**src/rtl/sfs_pkg.sv**
```systemverilog
package sfs_pkg;
  localparam logic [2:0] A_ADDR = 3'd0;
  localparam logic [2:0] A_DATA = 3'd1;
  localparam logic [2:0] A_CMD  = 3'd2;
  localparam logic [2:0] A_STAT = 3'd3;
  localparam logic [2:0] A_TIME = 3'd4;

  localparam int DIR_BIT  = 8;
  localparam int DLEN_LSB = 9;
  localparam int KEEP_BIT = 15;
  localparam int DUM_LSB  = 16;
  localparam int ALEN_LSB = 20;
  localparam int PEND_BIT = 22;
  localparam int ERR_BIT  = 29;

  localparam logic [15:0] TIME_RST = 16'h0204;

  typedef enum logic [2:0] {PH_OPC, PH_ADR, PH_DUM, PH_DAT, PH_END} phase_e;

  typedef struct packed {
    logic [7:0] opc;
    logic       wr;
    logic [2:0] dlen;
    logic       keep;
    logic [3:0] dum;
    logic [2:0] alen;
  } cmd_t;
endpackage

```
**src/rtl/sfs_regs.sv**
```systemverilog
module sfs_regs
  import sfs_pkg::*;
(
  input  logic        clk_i,
  input  logic        rst_ni,
  input  logic        we_i,
  input  logic [2:0]  addr_i,
  input  logic [31:0] wdata_i,
  output logic [31:0] rdata_o,
  input  logic        busy_i,
  input  logic        held_i,
  input  logic        rd_load_i,
  input  logic [31:0] rd_word_i,
  output logic        launch_o,
  output cmd_t        cmd_o,
  output logic [23:0] fadr_o,
  output logic [31:0] data_o,
  output logic [15:0] tim_o
);
  logic [23:0] adr_q;
  logic [31:0] data_q, cmd_q;
  logic [15:0] tim_q;
  logic        err_q;
  cmd_t        c_in;
  logic        cmd_wr, bad, err_set, err_clr;

  always_comb begin
    c_in.opc  = wdata_i[7:0];
    c_in.wr   = wdata_i[DIR_BIT];
    c_in.dlen = wdata_i[DLEN_LSB +: 3];
    c_in.keep = wdata_i[KEEP_BIT];
    c_in.dum  = wdata_i[DUM_LSB +: 4];
    c_in.alen = wdata_i[ALEN_LSB +: 3];
  end

  assign cmd_wr  = we_i && (addr_i == A_CMD);
  assign bad     = busy_i || (c_in.alen > 3'd3) || (c_in.dlen > 3'd4) ||
                   (held_i && ((c_in.alen != 3'd0) || (c_in.dum != 4'd0)));
  assign launch_o = cmd_wr && !bad;
  assign err_set  = cmd_wr && bad;
  assign err_clr  = we_i && (addr_i == A_STAT) && wdata_i[ERR_BIT];

  always_ff @(posedge clk_i or negedge rst_ni) begin
    if (!rst_ni) begin
      adr_q  <= '0;
      data_q <= '0;
      cmd_q  <= '0;
      tim_q  <= TIME_RST;
      err_q  <= 1'b0;
    end else begin
      if (we_i && addr_i == A_ADDR) adr_q <= wdata_i[23:0];
      if (rd_load_i) data_q <= rd_word_i;
      else if (we_i && addr_i == A_DATA) data_q <= wdata_i;
      if (launch_o) cmd_q <= wdata_i;
      if (we_i && addr_i == A_TIME) tim_q <= wdata_i[15:0];
      if (err_set) err_q <= 1'b1;
      else if (err_clr) err_q <= 1'b0;
    end
  end

  always_comb begin
    rdata_o = '0;
    case (addr_i)
      A_ADDR: rdata_o = {8'h00, adr_q};
      A_DATA: rdata_o = data_q;
      A_CMD:  rdata_o = cmd_q;
      A_STAT: begin
        rdata_o[ERR_BIT]  = err_q;
        rdata_o[PEND_BIT] = busy_i;
      end
      A_TIME: rdata_o = {16'h0000, tim_q};
      default: rdata_o = '0;
    endcase
  end

  assign cmd_o  = c_in;
  assign fadr_o = adr_q;
  assign data_o = data_q;
  assign tim_o  = tim_q;

  assert_busy_cmd_err_R8: assert property (@(posedge clk_i) disable iff (!rst_ni)
    (cmd_wr && busy_i) |=> err_q) else $error("command while pending did not flag");
  assert_err_w1c_R10: assert property (@(posedge clk_i) disable iff (!rst_ni)
    err_clr |=> !err_q) else $error("error flag not cleared");
endmodule

```
**src/rtl/sfs_clkgen.sv**
```systemverilog
module sfs_clkgen #(
  parameter int CNT_W = 4
) (
  input  logic             clk_i,
  input  logic             rst_ni,
  input  logic             run_i,
  input  logic [CNT_W-1:0] per_i,
  input  logic [CNT_W-1:0] rise_i,
  input  logic [CNT_W-1:0] fall_i,
  output logic             slot_end_o,
  output logic             sample_o,
  output logic             sck_o
);
  localparam logic [CNT_W-1:0] MIN_LAST = CNT_W'(1);

  logic [CNT_W-1:0] cnt_q, t_last;

  assign t_last = (per_i < CNT_W'(2)) ? MIN_LAST : per_i - CNT_W'(1);

  always_ff @(posedge clk_i or negedge rst_ni) begin
    if (!rst_ni)                    cnt_q <= '0;
    else if (!run_i || slot_end_o)  cnt_q <= '0;
    else                            cnt_q <= cnt_q + CNT_W'(1);
  end

  assign slot_end_o = run_i && (cnt_q == t_last);
  assign sample_o   = run_i && (cnt_q == rise_i);
  assign sck_o      = !(run_i && (cnt_q >= fall_i) && (cnt_q < rise_i));

  assert_slot_wrap_R11: assert property (@(posedge clk_i) disable iff (!rst_ni)
    (run_i && slot_end_o) |=> (cnt_q == '0)) else $error("slot counter did not wrap");
endmodule

```
**src/rtl/sfs_seq.sv**
```systemverilog
module sfs_seq
  import sfs_pkg::*;
(
  input  logic        clk_i,
  input  logic        rst_ni,
  input  logic        launch_i,
  input  cmd_t        c_i,
  input  logic [23:0] fadr_i,
  input  logic [31:0] txd_i,
  input  logic        slot_end_i,
  input  logic        sample_i,
  input  logic        miso_i,
  output logic        busy_o,
  output logic        run_o,
  output logic        held_o,
  output logic        cs_n_o,
  output logic        mosi_o,
  output logic        rd_load_o,
  output logic [31:0] rd_word_o
);
  logic        busy_q, cs_q;
  phase_e      phase_q;
  logic [3:0]  byte_q, len_m1, ab4;
  logic [2:0]  bit_q;
  cmd_t        c_q;
  logic [23:0] adr_q, adr_sh;
  logic [31:0] txd_q, rx_q, dat_sh;
  logic [6:0]  ash;
  logic [5:0]  dsh;

  function automatic phase_e nxt(phase_e p, cmd_t c);
    phase_e r;
    r = PH_END;
    case (p)
      PH_OPC: r = (c.alen != 3'd0) ? PH_ADR : (c.dum != 4'd0) ? PH_DUM :
                  (c.dlen != 3'd0) ? PH_DAT : PH_END;
      PH_ADR: r = (c.dum != 4'd0) ? PH_DUM : (c.dlen != 3'd0) ? PH_DAT : PH_END;
      PH_DUM: r = (c.dlen != 3'd0) ? PH_DAT : PH_END;
      default: r = PH_END;
    endcase
    return r;
  endfunction

  always_comb begin
    case (phase_q)
      PH_ADR:  len_m1 = 4'(c_q.alen) - 4'd1;
      PH_DUM:  len_m1 = c_q.dum - 4'd1;
      PH_DAT:  len_m1 = 4'(c_q.dlen) - 4'd1;
      default: len_m1 = 4'd0;
    endcase
  end

  // address bytes leave high byte first, data bytes low byte first
  assign ab4    = 4'(c_q.alen) - 4'd1 - byte_q;
  assign ash    = 7'(ab4) << 3;
  assign adr_sh = adr_q >> ash;
  assign dsh    = 6'(byte_q) << 3;
  assign dat_sh = txd_q >> dsh;

  always_comb begin
    mosi_o = 1'b0;
    if (busy_q) begin
      case (phase_q)
        PH_OPC:  mosi_o = c_q.opc[~bit_q];
        PH_ADR:  mosi_o = adr_sh[~bit_q];
        PH_DAT:  mosi_o = c_q.wr & dat_sh[~bit_q];
        default: mosi_o = 1'b0;
      endcase
    end
  end

  always_ff @(posedge clk_i or negedge rst_ni) begin
    if (!rst_ni) begin
      busy_q  <= 1'b0;
      cs_q    <= 1'b0;
      phase_q <= PH_END;
      byte_q  <= '0;
      bit_q   <= '0;
      c_q     <= '0;
      adr_q   <= '0;
      txd_q   <= '0;
      rx_q    <= '0;
    end else if (launch_i) begin
      busy_q  <= 1'b1;
      cs_q    <= 1'b1;
      phase_q <= cs_q ? nxt(PH_OPC, c_i) : PH_OPC;
      byte_q  <= '0;
      bit_q   <= '0;
      c_q     <= c_i;
      adr_q   <= fadr_i;
      txd_q   <= txd_i;
      rx_q    <= '0;
    end else if (busy_q) begin
      if (phase_q == PH_END) begin
        busy_q <= 1'b0;
        cs_q   <= c_q.keep;
      end else begin
        if (sample_i && phase_q == PH_DAT && !c_q.wr)
          rx_q[{byte_q[1:0], ~bit_q}] <= miso_i;
        if (slot_end_i) begin
          bit_q <= bit_q + 3'd1;
          if (bit_q == 3'd7) begin
            if (byte_q == len_m1) begin
              byte_q  <= '0;
              phase_q <= nxt(phase_q, c_q);
            end else begin
              byte_q <= byte_q + 4'd1;
            end
          end
        end
      end
    end
  end

  assign busy_o    = busy_q;
  assign run_o     = busy_q && (phase_q != PH_END);
  assign held_o    = cs_q;
  assign cs_n_o    = !(cs_q || busy_q);
  assign rd_load_o = busy_q && (phase_q == PH_END) && !c_q.wr && (c_q.dlen != 3'd0);
  assign rd_word_o = rx_q;

  assert_launch_idle_R8: assert property (@(posedge clk_i) disable iff (!rst_ni)
    launch_i |-> !busy_q) else $error("launch while busy");
  assert_len_limit_R9: assert property (@(posedge clk_i) disable iff (!rst_ni)
    launch_i |-> (c_i.alen <= 3'd3 && c_i.dlen <= 3'd4)) else $error("oversize launch");
  assert_cont_no_addr_R9: assert property (@(posedge clk_i) disable iff (!rst_ni)
    (launch_i && cs_q) |-> (c_i.alen == 3'd0 && c_i.dum == 4'd0)) else $error("address on continuation");
  assert_keep_hold_R7: assert property (@(posedge clk_i) disable iff (!rst_ni)
    (busy_q && phase_q == PH_END && c_q.keep) |=> cs_q) else $error("select dropped");
  assert_release_R7: assert property (@(posedge clk_i) disable iff (!rst_ni)
    (busy_q && phase_q == PH_END && !c_q.keep) |=> (!cs_q && !busy_q)) else $error("select not released");
endmodule

```
**src/rtl/sflash_seq.sv**
```systemverilog
module sflash_seq
  import sfs_pkg::*;
#(
  parameter int CNT_W = 4
) (
  input  logic        clk_i,
  input  logic        rst_ni,
  input  logic        reg_we_i,
  input  logic [2:0]  reg_addr_i,
  input  logic [31:0] reg_wdata_i,
  output logic [31:0] reg_rdata_o,
  output logic        sck_o,
  output logic        mosi_o,
  input  logic        miso_i,
  output logic        cs_no
);
  localparam int RISE_LSB = 8;
  localparam int FALL_LSB = 12;

  logic        launch_w, busy_w, run_w, held_w, rd_load_w, slot_end_w, sample_w;
  cmd_t        cmd_w;
  logic [23:0] fadr_w;
  logic [31:0] data_w, rd_word_w;
  logic [15:0] tim_w;

  sfs_regs u_regs (
    .clk_i, .rst_ni,
    .we_i(reg_we_i), .addr_i(reg_addr_i), .wdata_i(reg_wdata_i), .rdata_o(reg_rdata_o),
    .busy_i(busy_w), .held_i(held_w), .rd_load_i(rd_load_w), .rd_word_i(rd_word_w),
    .launch_o(launch_w), .cmd_o(cmd_w), .fadr_o(fadr_w), .data_o(data_w), .tim_o(tim_w)
  );

  sfs_clkgen #(.CNT_W(CNT_W)) u_clk (
    .clk_i, .rst_ni, .run_i(run_w),
    .per_i(tim_w[CNT_W-1:0]), .rise_i(tim_w[RISE_LSB +: CNT_W]), .fall_i(tim_w[FALL_LSB +: CNT_W]),
    .slot_end_o(slot_end_w), .sample_o(sample_w), .sck_o(sck_o)
  );

  sfs_seq u_seq (
    .clk_i, .rst_ni, .launch_i(launch_w), .c_i(cmd_w), .fadr_i(fadr_w), .txd_i(data_w),
    .slot_end_i(slot_end_w), .sample_i(sample_w), .miso_i(miso_i),
    .busy_o(busy_w), .run_o(run_w), .held_o(held_w), .cs_n_o(cs_no), .mosi_o(mosi_o),
    .rd_load_o(rd_load_w), .rd_word_o(rd_word_w)
  );

  assert_idle_sck_R11: assert property (@(posedge clk_i) disable iff (!rst_ni)
    !run_w |-> sck_o) else $error("sck not idle high");
  assert_run_cs_R7: assert property (@(posedge clk_i) disable iff (!rst_ni)
    run_w |-> !cs_no) else $error("shifting without select");
endmodule

```
**config.mk**
```make
export PLATFORM = sky130hd
export DESIGN_NAME = sflash_seq
export DESIGN_NICKNAME = d
export VERILOG_FILES = /design/src/rtl/sfs_pkg.sv /design/src/rtl/sfs_regs.sv /design/src/rtl/sfs_clkgen.sv /design/src/rtl/sfs_seq.sv /design/src/rtl/sflash_seq.sv
export SDC_FILE = /design/constraint.sdc
export NUM_CORES = 1
export LEC_CHECK = 0
export BUFFER_PORTS_ARGS = -buffer_cell sky130_fd_sc_hd__buf_2
export CELL_PAD_IN_SITES_DETAIL_PLACEMENT = 0
export CELL_PAD_IN_SITES_GLOBAL_PLACEMENT = 1
export CORE_MARGIN = 10
export CORE_UTILIZATION = 46
export CTS_CLUSTER_SIZE = 12
export DETAILED_ROUTE_END_ITERATION = 12
export PLACE_DENSITY_LB_ADDON = 0.1
export SYNTH_ARGS = -nofsm -noshare
export SYNTH_HDL_FRONTEND = slang
export SYNTH_SLANG_ARGS = --single-unit
```
**constraint.sdc**
```tcl
create_clock -name clk_i -period 4.3 [get_ports clk_i]
set_input_delay 0.86 -clock clk_i [delete_from_list [all_inputs] [get_ports clk_i]]
set_output_delay 0.86 -clock clk_i [all_outputs]
set_load 0.1 [all_outputs]
```
## Word level (Yosys, flattened, before mapping)

Index checks and enable logic that the tools add are counted.

| storage, ports and cells | value |
|---|---|
| register bits after elaboration | 229 |
| input port bits | 39 |
| output and inout bits | 35 |
| logic and storage cells | 164 |

| cells by class | value |
|---|---|
| add/sub/neg operators | 8 |
| $lt $le $gt $ge | 9 |
| eq/ne operators | 14 |
| shifts and indexed selects | 2 |
| multiplexer cells | 57 |
| bitwise operators | 2 |
| reduce and logical (&&, ||, !) cells | 52 |

Operators by type and width:

| operator | count |
|---|---|
| two-way mux 32 bit | 6 |
| case mux 22 bit (4 select lines) | 1 |
| two-way mux 3 bit | 17 |
| bitwise mux 32 bit | 1 |
| two-way mux 4 bit | 8 |
| >> shifter 32 x 6 -> 8 bit | 1 |
| >> shifter 24 x 7 -> 8 bit | 1 |
| logical AND 1 bit | 20 |
| case mux 6 bit (3 select lines) | 1 |
| nonzero test 2 bit | 8 |
| two-way mux 1 bit | 13 |
| == test 3 x 2 -> 1 bit (second input constant) | 4 |
| == test 4 bit | 3 |
| case mux 4 bit (3 select lines) | 1 |
| nonzero test 3 bit | 4 |
| binary-select mux 1 bit (select 3 bit) | 3 |
| == test 3 bit (second input constant) | 3 |
| case mux 3 bit (3 select lines) | 1 |
| adder 4 x 1 -> 4 bit (second input constant) | 2 |
| nonzero test 4 bit | 2 |
| subtractor 3 x 1 -> 4 bit (second input constant) | 2 |
| subtractor 4 x 1 -> 4 bit (second input constant) | 2 |
| == test 3 x 1 -> 1 bit (second input constant) | 2 |
| zero test 3 bit | 2 |
| other kinds (25) | 36 |

## Depth between registers and ports, before layout

| logic depth | value |
|---|---|
| depth in word-level cells | 11 |
| mapped depth | 11 |
| mapped depth without buffers | 10 |

## Cells and area by module

A second synthesis with hierarchy kept.

| second synthesis, totals | value |
|---|---|
| cells, all modules | 1040 |
| area total of the unflattened synthesis | 11768.8 µm² |

By module, submodules not included:

| module | times used | cells an instance | area an instance (µm²) | sequential area each (µm²) |
|---|---|---|---|---|
| sfs_seq | 1 | 538 | 6114.6 | 3004.1 |
| sfs_regs | 1 | 435 | 5122.4 | 2630.0 |
| sfs_clkgen | 1 | 67 | 531.8 | 100.1 |

## Least setup slack after synthesis

OpenSTA, ideal clock, no wires.

| timing | value |
|---|---|
| path type | reg-to-output |
| from | register u_seq.byte_q[1] |
| to | output mosi_o |
| arrival | 3995 ps |
| required time | 3440 ps |
| path slack | -555 ps |
| stages on the path, launching flop included | 11 |
| path buffers | 2 |
| cells stage by stage | dfrtp_1 > buf_1 > inv_1 > fa_1 > clkbuf_1 > nor2_1 > a221oi_1 > nor3_1 > a311oi_1 > or3_1 > o211ai_1 |

| on the way | value |
|---|---|
| cells in the longest elaborated chain, start to end | 6 |
| elaborated cells between the ends (all ways) | 10 |
| those cells by class | add/sub (1); shift (2); mux (6); bitwise (1) |

Ends and longest elaborated chain:

| element | line | source |
|---|---|---|
| start: declaration | sfs_seq.sv:23 | `logic [3:0] byte_q, len_m1, ab4;` |
| start signal: assignment | sfs_seq.sv:107 | `byte_q <= byte_q + 4'd1;` |
| subtractor 4 bit / >> shifter 32 x 6 -> 8 bit (equally long branches) | sfs_seq.sv:54, sfs_seq.sv:58 |  |
| >> shifter 24 x 7 -> 8 bit / binary-select mux 1 bit (select 3 bit) (equally long branches) | sfs_seq.sv:56, sfs_seq.sv:66 |  |
| binary-select mux 1 bit (select 3 bit) / two-way mux 1 bit (equally long branches) | sfs_seq.sv:65, sfs_seq.sv:66 |  |
| two-way mux 1 bit (implied by the code) / bitwise AND 1 bit (equally long branches) | sfs_seq.sv:65, sfs_seq.sv:66 |  |
| case mux 1 bit (3 select lines) (*) | sfs_seq.sv:63 | `case (phase_q)` |
| two-way mux 1 bit (*) | sfs_seq.sv:62 | `if (busy_q) begin` |
| end: declaration | sflash_seq.sv:13 | `output logic mosi_o,` |

Every way passes the cells marked *; elsewhere a longest branch is shown, timed or not. The select of a mux whose other input is x is not followed.

==> metrics.txt <==
Total Neg Setup Slack 0 ns; fmax 237 MHz; slew margin rel. 0.447; Post-Synth XOR/XNOR Area 0.00563; crit-path max cell delay 0.63 ns; GP Congestion 0.857; clock tree buffer depth 3; first-pass GRT wire length 52400 µm; area grow syn2layout 15.2%; status completed; Synth top cells by count nand2_1, dfrtp_1, o21ai_0; clock latency on the worst-skew pair 0.52 ns; Min Clock Period, post-route 4.23 ns; slew of the pin with the lowest slew margin 0.829 ns; max-slew violations 0; Synth Area in Compound Gates 0.125; IO Pins 74; core area 23400 µm²; antenna viol nets, final 0; largest family of logic cells by synthesized area simple AND/OR/NAND/NOR gates; unrepaired setup endpoints after global routing yes; syn nets 1249; final WL 33600 µm; largest net degree at the start of global routing 97; Mapped Area 10900 µm²; Crit path buffers/inverters 4; Yosys top cell area share 0.474; share of layout cells above drive strength 1 0.184; leading cell type by number of instances after synthesis nand2_1; routed via count 8794; WP data required 3.44 ns; maximum vdd ir drop 308 µV; TritonCTS Buffers 25; total track usage 0.218; critical path startpoint category flip-flop; DRC viols 0; Avg Cell Area, Syn 9.19 µm²; DIE AREA 30200 µm²; Syn. warnings 0; Leak 5.77 nW; # H-tree levels 1; ys flop type dfrtp_1; final setup fails 0; Slowest-stage cell, CP fa_2; post-synthesis cell count 1184; Post-CTS Hold Buffers 0; CP startpoint u_regs.cmd_q[20]; pwr dens 615 nW/µm²; initial antenna violation count 0; initial DRC count 865; Worst-path clk slew 0.06 ns; placed inst area 11700 µm²; CP Cell Sequence inv_2 > ha_4 > inv_2 > fa_2 > buf_6 > mux2_2 > a221oi_2 > nor3_1 > nor3_1 > o211ai_1 > clkbuf_16; Die X 174 µm; Row Count 56; number of synthesized flops with an enable pin 0; dominant cells by area after synthesis dfrtp_1, nand2_1, mux2i_1, mux2_2, o21ai_0; DRT Pass-1 Iters 6; number of synthesized register bits 209; post-synth cell types 71; Starting Density 0.465; number of max-cap violations 0; register area share after synthesis 0.481; simple-gate share of the synthesized area 0.202; Finished Cell Area 12500 µm²; Via density 5.56; grt ovf 0; final hold vios 0; WP data arrival 3.37 ns; critical setup path kind flip-flop to primary output; die height 174 µm; CP max FO 8; Root Driver clkbuf_16; Layout Skew 0.0116 ns; CP delay by family, top adder cells; period utilisation layout 0.983; reg-to-reg endpoint u_seq.phase_q[1]; Detail Placement HPWL 23200 µm; post-DR wirelength/cell 21.2 µm; RR Startpoint u_seq.phase_q[2]; area share of fa/ha/maj cells after synthesis 0.0306; Reg2Reg Depth 9; vias in the first global route 8657; CTS Sinks 209; reg2reg setup slack 0.92 ns; FFs w/ async S/R, synth 1.00; CTS tree built; nets@finish 1310; n_diodes 0; mux contribution to synthesized area 0.117; crit end category primary output; Synth area leader dfrtp_1; port bufs 73; Hold Path Class input pin to async pin
==> layout make-up <==
cell class | instances | area [µm²]
fill | 2239 | 10900
multi-input combinational | 876 | 5300
sequential | 209 | 5240
clock buffer | 38 | 744
timing repair buffer | 107 | 717
tap | 319 | 399
inverter | 26 | 97.6
clock inverter | 8 | 50.0
==> placed cells by master, fill, tap and decap left out, types with 4 or more instances in the layout <==
master	netlist	routed
nand2_1	373	373
dfrtp_1	206	205
o21ai_0	91	91
buf_2	16	71
nor2_1	62	61
mux2i_1	55	55
a21oi_1	53	53
mux2_2	42	42
a22oi_1	33	33
buf_4	2	28
clkbuf_16	0	26
ha_1	25	24
inv_1	25	23
nand3_1	14	14
mux4_2	11	11
nor3_1	10	8
a22o_1	7	7
nand4_1	7	7
clkbuf_8	0	7
nor2b_1	6	6
clkbuf_1	47	6
xnor2_1	5	5
clkinv_2	0	5
buf_12	0	5
nand3b_1	4	4
nand2b_1	4	4
a21o_1	4	4
==> kinds of logic (layout without fill, tap and decap cells) <==
logic type / after synthesis / after routing
simple gates: 516 / 516
mux: 108 / 108
fa+ha+maj: 26 / 26
buf+inv: 99 / 179
xor+xnor: 7 / 7
flops: 209 / 209
compound gates: 219 / 219
==> worst max path at each step <==
stage                     depth (start not counted)  endpoint
after global routing                             11    mosi_o
after CTS                                        11    mosi_o
after detailed placement                         11    mosi_o
after floorplan                                  11    mosi_o
final                                            11    mosi_o
after global placement                           11    mosi_o
==> per-stage QoR <==
step                      power (mW)  cells  worst slack [ns]  hold slack, ns   util
after floorplan                 4.81   1184            -0.230           0.433      -
after global placement          5.52   1531             0.369           0.450  0.499
after detailed placement        5.56   1531             0.337           0.453  0.499
after CTS                       7.67   1579            0.0136           0.412  0.534
after global routing            8.20   1583           -0.0959           0.416  0.536
final                           7.72   1583            0.0736           0.342  0.536
==> where the power goes <==
| group | leakage (nW) | switching [mW] | internal [mW] |
|---|---|---|---|
| registers | 2.55 | 0.494 | 2.51 |
| logic | 2.82 | 1.63 | 1.04 |
| clock network | 0.394 | 0.843 | 1.19 |
==> per-layer routing <==
layer | wire [µm] | vias to the layer above | part of all wire | global-route usage
met5 | 0 | - | 0 | 0
met4 | 721 | 0 | 0.021 | 0.0542
met3 | 1970 | 47 | 0.059 | 0.0431
met2 | 15800 | 219 | 0.47 | 0.348
met1 | 15100 | 4352 | 0.45 | 0.298
li1 | - | 4176 | - | -
==> flip-flops by register name, summed over array words and instances, names as in the netlist, 3 cells and up <==
signal / count
u_regs.data_o: 32
u_seq.txd_q: 32
u_seq.adr_q: 24
u_seq.phase_q: 3
u_regs.fadr_o: 24
u_clk.cnt_q: 4
u_regs.tim_o: 16
u_seq.bit_q: 3
u_seq.byte_q: 4
u_regs.cmd_q: 32
u_seq.rd_word_o: 32
==> repair_timing <==
action / CTS / global route
endpoints found under the setup margin: 1 / 1
gates resized for setup: 2 / 5
hold endpoints to repair: 0 / 0
buffers inserted: 2 / 4
pin swaps: 1 / 5
Power figures use the tool's default switching activity.
